File: src/rtl/cfg_gate_pkg.sv
package cfg_gate_pkg;
  localparam logic [3:0] CMD_CFG_READ  = 4'b1010;
  localparam logic [3:0] CMD_CFG_WRITE = 4'b1011;

  typedef struct packed {
    logic accept;
    logic retry;
    logic ignore;
  } gate_dec_t;
endpackage

File: src/rtl/cfg_type0_decode.sv
module cfg_type0_decode
  import cfg_gate_pkg::*;
#(
  parameter int ADDR_W = 8
) (
  input  logic [3:0]        cmd_i,
  input  logic [ADDR_W-1:0] addr_i,
  input  logic              sel_i,
  output logic              hit_o,
  output logic              is_write_o
);
  logic cmd_is_cfg;
  logic unused_addr;

  // only the type bits matter here; the register index is used elsewhere
  assign unused_addr = ^addr_i[ADDR_W-1:2];
  assign cmd_is_cfg  = (cmd_i == CMD_CFG_READ) || (cmd_i == CMD_CFG_WRITE);
  assign hit_o       = sel_i && (addr_i[1:0] == 2'b00) && cmd_is_cfg;
  assign is_write_o  = (cmd_i == CMD_CFG_WRITE);
endmodule

File: src/rtl/cfg_side_port.sv
module cfg_side_port
  import cfg_gate_pkg::*;
#(
  parameter int ADDR_W  = 8,
  parameter bit HOLDOFF = 1'b0,
  localparam int IDX_W  = ADDR_W - 2
) (
  input  logic              clk,
  input  logic              rst,
  input  logic              addr_valid_i,
  input  logic [3:0]        cmd_i,
  input  logic [ADDR_W-1:0] addr_i,
  input  logic              sel_i,
  input  logic              hold_i,
  input  logic              wdata_valid_i,
  output gate_dec_t         dec_o,
  output logic              wr_stb_o,
  output logic [IDX_W-1:0]  wr_idx_o
);
  logic             hit;
  logic             is_write;
  logic             held;
  logic             pend_q;
  logic [IDX_W-1:0] pend_idx_q;
  gate_dec_t        dec_q;

  cfg_type0_decode #(.ADDR_W(ADDR_W)) u_dec (
    .cmd_i      (cmd_i),
    .addr_i     (addr_i),
    .sel_i      (sel_i),
    .hit_o      (hit),
    .is_write_o (is_write)
  );

  generate
    if (HOLDOFF) begin : g_hold
      assign held = hold_i;
    end else begin : g_nohold
      logic unused_hold;
      assign unused_hold = hold_i;
      assign held        = 1'b0;
    end
  endgenerate

  always_ff @(posedge clk) begin
    if (rst) begin
      dec_q <= '0;
    end else begin
      dec_q.accept <= addr_valid_i && hit && !held;
      dec_q.retry  <= addr_valid_i && hit && held;
      dec_q.ignore <= addr_valid_i && !hit;
    end
  end

  // remember an accepted write until its data phase arrives
  always_ff @(posedge clk) begin
    if (rst) begin
      pend_q     <= 1'b0;
      pend_idx_q <= '0;
    end else if (addr_valid_i) begin
      pend_q     <= hit && !held && is_write;
      pend_idx_q <= addr_i[ADDR_W-1:2];
    end else if (wdata_valid_i) begin
      pend_q     <= 1'b0;
    end
  end

  assign dec_o    = dec_q;
  assign wr_stb_o = wdata_valid_i && pend_q;
  assign wr_idx_o = pend_idx_q;
endmodule

File: src/rtl/cfg_busy_bit.sv
module cfg_busy_bit #(
  parameter int ADDR_W   = 8,
  parameter int DATA_W   = 32,
  parameter int BUSY_IDX = 'h11,
  parameter int BUSY_BIT = 2,
  localparam int IDX_W   = ADDR_W - 2,
  localparam int BE_W    = DATA_W / 8,
  localparam int LANE    = BUSY_BIT / 8
) (
  input  logic              clk,
  input  logic              rst,
  input  logic              strap_i,
  input  logic              sec_stb_i,
  input  logic [IDX_W-1:0]  sec_idx_i,
  input  logic [DATA_W-1:0] sec_data_i,
  input  logic [BE_W-1:0]   sec_be_i,
  input  logic              pri_stb_i,
  input  logic [IDX_W-1:0]  pri_idx_i,
  input  logic [DATA_W-1:0] pri_data_i,
  input  logic [BE_W-1:0]   pri_be_i,
  output logic              busy_o
);
  logic busy_q;
  logic sec_hit;
  logic pri_hit;
  logic unused_bits;

  assign unused_bits = ^{sec_data_i, sec_be_i, pri_data_i, pri_be_i};

  assign sec_hit = sec_stb_i && (sec_idx_i == IDX_W'(BUSY_IDX)) && sec_be_i[LANE];
  assign pri_hit = pri_stb_i && (pri_idx_i == IDX_W'(BUSY_IDX)) && pri_be_i[LANE];

  always_ff @(posedge clk) begin
    if (rst) begin
      busy_q <= strap_i;
    end else if (sec_hit) begin
      busy_q <= sec_data_i[BUSY_BIT];
    end else if (pri_hit) begin
      busy_q <= pri_data_i[BUSY_BIT];
    end
  end

  assign busy_o = busy_q;
endmodule

File: src/rtl/cfg_access_gate.sv
module cfg_access_gate
  import cfg_gate_pkg::*;
#(
  parameter int ADDR_W   = 8,
  parameter int DATA_W   = 32,
  parameter int BUSY_IDX = 'h11,
  parameter int BUSY_BIT = 2,
  localparam int IDX_W   = ADDR_W - 2,
  localparam int BE_W    = DATA_W / 8
) (
  input  logic              clk,
  input  logic              rst,
  input  logic              busy_strap_i,
  input  logic              pri_addr_valid_i,
  input  logic [3:0]        pri_cmd_i,
  input  logic [ADDR_W-1:0] pri_addr_i,
  input  logic              pri_idsel_i,
  input  logic              pri_wdata_valid_i,
  input  logic [DATA_W-1:0] pri_wdata_i,
  input  logic [BE_W-1:0]   pri_wbe_i,
  input  logic              sec_addr_valid_i,
  input  logic [3:0]        sec_cmd_i,
  input  logic [ADDR_W-1:0] sec_addr_i,
  input  logic              sec_idsel_i,
  input  logic              sec_wdata_valid_i,
  input  logic [DATA_W-1:0] sec_wdata_i,
  input  logic [BE_W-1:0]   sec_wbe_i,
  output logic              pri_accept_o,
  output logic              pri_retry_o,
  output logic              pri_ignore_o,
  output logic              sec_accept_o,
  output logic              sec_ignore_o,
  output logic              busy_o
);
  gate_dec_t        pri_dec;
  gate_dec_t        sec_dec;
  logic             pri_stb;
  logic             sec_stb;
  logic [IDX_W-1:0] pri_idx;
  logic [IDX_W-1:0] sec_idx;
  logic             busy;
  logic             unused_sec_retry;

  cfg_side_port #(.ADDR_W(ADDR_W), .HOLDOFF(1'b1)) u_pri (
    .clk           (clk),
    .rst           (rst),
    .addr_valid_i  (pri_addr_valid_i),
    .cmd_i         (pri_cmd_i),
    .addr_i        (pri_addr_i),
    .sel_i         (pri_idsel_i),
    .hold_i        (busy),
    .wdata_valid_i (pri_wdata_valid_i),
    .dec_o         (pri_dec),
    .wr_stb_o      (pri_stb),
    .wr_idx_o      (pri_idx)
  );

  cfg_side_port #(.ADDR_W(ADDR_W), .HOLDOFF(1'b0)) u_sec (
    .clk           (clk),
    .rst           (rst),
    .addr_valid_i  (sec_addr_valid_i),
    .cmd_i         (sec_cmd_i),
    .addr_i        (sec_addr_i),
    .sel_i         (sec_idsel_i),
    .hold_i        (1'b0),
    .wdata_valid_i (sec_wdata_valid_i),
    .dec_o         (sec_dec),
    .wr_stb_o      (sec_stb),
    .wr_idx_o      (sec_idx)
  );

  cfg_busy_bit #(
    .ADDR_W   (ADDR_W),
    .DATA_W   (DATA_W),
    .BUSY_IDX (BUSY_IDX),
    .BUSY_BIT (BUSY_BIT)
  ) u_busy (
    .clk        (clk),
    .rst        (rst),
    .strap_i    (busy_strap_i),
    .sec_stb_i  (sec_stb),
    .sec_idx_i  (sec_idx),
    .sec_data_i (sec_wdata_i),
    .sec_be_i   (sec_wbe_i),
    .pri_stb_i  (pri_stb),
    .pri_idx_i  (pri_idx),
    .pri_data_i (pri_wdata_i),
    .pri_be_i   (pri_wbe_i),
    .busy_o     (busy)
  );

  assign unused_sec_retry = sec_dec.retry;
  assign pri_accept_o = pri_dec.accept;
  assign pri_retry_o  = pri_dec.retry;
  assign pri_ignore_o = pri_dec.ignore;
  assign sec_accept_o = sec_dec.accept;
  assign sec_ignore_o = sec_dec.ignore;
  assign busy_o       = busy;
endmodule

File: config.mk
export PLATFORM = sky130hd
export DESIGN_NAME = cfg_access_gate
export DESIGN_NICKNAME = d
export VERILOG_FILES = /design/src/rtl/cfg_gate_pkg.sv /design/src/rtl/cfg_type0_decode.sv /design/src/rtl/cfg_side_port.sv /design/src/rtl/cfg_busy_bit.sv /design/src/rtl/cfg_access_gate.sv
export SDC_FILE = /design/constraint.sdc
export NUM_CORES = 1
export LEC_CHECK = 0
export ABC_AREA = 0
export BUFFER_PORTS_ARGS = -buffer_cell sky130_fd_sc_hd__buf_4
export CAP_MARGIN = 15
export CORE_UTILIZATION = 30
export CTS_CLUSTER_DIAMETER = 60
export DETAILED_ROUTE_END_ITERATION = 10
export PLACE_DENSITY = 0.81
export SYNTH_ARGS = -nofsm -noshare
export SYNTH_HDL_FRONTEND = slang
export SYNTH_SLANG_ARGS = --single-unit
File: constraint.sdc
create_clock -name clk -period 3.3 [get_ports clk]
set_input_delay 0.165 -clock clk [delete_from_list [all_inputs] [get_ports clk]]
set_output_delay 0.165 -clock clk [all_outputs]
set_load 0.02 [all_outputs]
==> results.py <==
metrics = {
    "status": {
        "status": "complete, no violations",
    },
    "setup_path": {
        "crit_family": "simple AND/OR/NAND/NOR gates",
        "critPathKind": "flip-flop to flip-flop",
        "cp-end-kind": "flip-flop",
        "worstPathMaxFanout": 3,
        "worstSetupPathDepth": 3,
        "path_buf_inv": 0,
        "rr_worst_depth": 3,
        "cp_slowest_cell": "or4_1",
        "cp.required_ps": 3340,
        "start_kind": "flip-flop",
        "arrival_ps": 1440,
        "critPathMaxStageDelay_ps": 500,
        "cp_cell_sequence": "nand4b_1, or4_1, nand3_1",
    },
    "cells_and_area": {
        "fill_cells": 234,
        "drive_gt1_share_pct": 40.98,
        "final_net_count": 228,
        "final_util_pct": 48.13,
        "fin_area_mm2": 0.001225,
        "diodes": 0,
        "area_growth_pct": 47.00,
    },
    "power": {
        "internal_power_mw": 0.4226,
        "combPwrFrac_pct": 13.7,
        "clkPwrFrac_pct": 37.6,
        "irDropWorstVdd_mv": 0.2150,
        "powerDensity_mw_per_mm2": 439.5,
        "swShare_pct": 21.49,
        "p_leak_nw": 0.5739,
        "seqPwrFrac_pct": 48.7,
        "power_mw": 0.5383,
        "p_sw_mw": 0.1157,
    },
    "synthesis": {
        "synth_top_flop_cell": "dfxtp_1",
        "synth_most_common_cell": "dfxtp_1",
        "synthCells": 79,
        "synth_edf_count": 1,
        "synth_seq_cells": 20,
        "synth_area_um2": 833.3,
        "syn_nets": 184,
        "syn_avg_cell_area_um2": 10.55,
        "synth_area_leaders": "dfxtp_1 (46%), mux2i_1 (14%), nor2_1 (7.7%)",
        "ys_warn_count": 0,
        "synth_area_leader_cell": "dfxtp_1",
        "netlist.area_leader.share_pct": 45.65,
        "yosysUniqueCellTypes": 29,
        "synth-async-reset-ratio_pct": 0,
        "yosysSeqAreaShare_pct": 49.25,
        "netlist_top_cells_count": "dfxtp_1 (19), nor2_1 (17), mux2i_1 (12)",
    },
    "clock_tree": {
        "htreeDepth": 1,
        "postCtsSetupBuffers": 0,
        "cts_tree": "built",
        "root_buffer": "clkbuf_4",
        "cts_buffers": 3,
        "clkSlewWorstSetupHoldPaths_ps": 120,
        "worstSkewPairLatency_ps": 310,
        "cts_max_path_buffers": 2,
        "hold_buffers": 0,
        "cts-resized-gates": 0,
        "clkSinkCount": 20,
    },
    "sta": {
        "setup_viol": 0,
        "tns_ps": 0,
        "timing.final.crit_share_pct": 42.45,
        "finalCriticalPeriod_ps": 1401,
        "rsz0062_at_grt": "no",
        "max_slew_margin_pct": 78.30,
        "final_max_slew_viol_count": 0,
        "fmax_mhz": 713.9,
        "worst_pin_slew_ps": 321.3,
        "final.setup_skew_ps": 4.242,
        "final-hold-violation-count": 0,
    },
    "global_routing": {
        "grt_remaining_overflow": 0,
        "grtUsageTotal_pct": 14.02,
        "grt_pass1_vias": 675,
        "grt_antenna_before_repair": 0,
        "grt_pass1_wl_mm": 2.877,
        "grt_max_degree": 17,
    },
    "detailed_routing": {
        "firstDrtPassIters": 5,
        "drt_iter0_drc": 6,
        "drt_wl_total_mm": 2.013,
        "vias": 749,
        "drc": 0,
        "ant_nets": 0,
        "via_per_inst": 4.928,
        "wl_per_cell_um": 13.24,
    },
    "floorplanning": {
        "initial_utilization_pct": 32.74,
        "core.rowCount": 18,
        "fp.dieW_um": 54.71,
        "io_pins": 111,
        "design.die.area_mm2": 0.002993,
        "fp.dieH_um": 54.71,
        "core_area_mm2": 0.002545,
    },
    "place": {
        "io_buffers": 42,
        "placed_cell_area_mm2": 0.001172,
        "hpwlAfterDp_mm": 1.556,
        "place_congestion": 0.7949,
    },
    "worst_hold_path": {
        "hold-path-cell-count": 3,
        "hp-class": "primary input to flip-flop",
    },
    "job": {
        "max_cap_violations": 0,
    },
}
-- worst paths after layout --
kind                           from           endpoint  slack [ps]
setup / recovery  u_sec.wr_idx_o[3]      u_busy.busy_o        1900
hold / removal        pri_addr_i[3]  u_pri.wr_idx_o[1]          80
setup reg to reg  u_sec.wr_idx_o[3]      u_busy.busy_o        1900
hold reg to reg   u_pri.wr_idx_o[0]  u_pri.wr_idx_o[0]         500
-- power by group through the flow --
stage          Sequential, mW  Combinational [mW]  Clock, mW
6_report                0.262              0.0739      0.202
5_1_grt                 0.264              0.0806      0.220
4_1_cts                 0.262              0.0747      0.205
3_5_place_dp            0.268              0.0743          0
3_3_place_gp            0.267              0.0712          0
2_1_floorplan           0.269              0.0288          0
-- flip-flops by register name, indices dropped and copies added, names as in the netlist --
register,cells
u_busy.busy_o,1
u_pri.dec_o,3
u_pri.pend_q,1
u_pri.wr_idx_o,6
u_sec.dec_o,2
u_sec.pend_q,1
u_sec.wr_idx_o,6
-- final cells by class --
cell class	instances	area, µm²	share of cell area, %
inverters	1	3.754	0.3064
flip-flops and latches	20	410.4	33.50
repair buffers	42	315.3	25.74
clock buffers	3	22.52	1.839
multi-input cells	55	405.4	33.10
clock inverters	1	30.03	2.451
well taps	30	37.54	3.064
-- stage by stage --
step	hold slack (ps)	instances	setup slack, ps
5_1_grt	72.97	152	1836
3_5_place_dp	405.5	148	1899
3_3_place_gp	398.9	148	1926
6_report	78.59	152	1899
4_1_cts	81.85	152	1892
2_1_floorplan	234.1	79	1977
-- worst register-to-register path, cell delays in order, from the launching register on --
cell      delay, ps
dfxtp_1         330
nand4b_1        210
or4_1           500
nand3_1         110
-- layout by cell type, fill, tap and decap left out, drive strengths merged, types with 2 or more instances in the layout --
cell type,n
nor2,17
a21oi,2
nand3b,2
mux2i,12
or3b,2
dfxtp,19
nand4b,2
nand4,2
buf,42
clkbuf,3
nand2,2
-- routing by layer --
| metal | global-route usage [%] | share of wire [%] |
|---|---|---|
| met5 | 0 | 0 |
| met1 | 15.67 | 39 |
| met4 | 6.410 | 1.8 |
| met3 | 4.444 | 12 |
| met2 | 23.90 | 47 |
-- cells by family (layout without fill, tap and decap cells) --
family                 after synthesis  count (layout)  share of synthesized area, %
DFF                                 20              20                         49.25
buffers and inverters                4              47                         2.101
muxes                               12              12                         14.41
and+or+nand+nor                     36              36                         28.08
AOI/OAI and AO/OA                    7               7                         6.156
(Power assumes the default switching activity.)
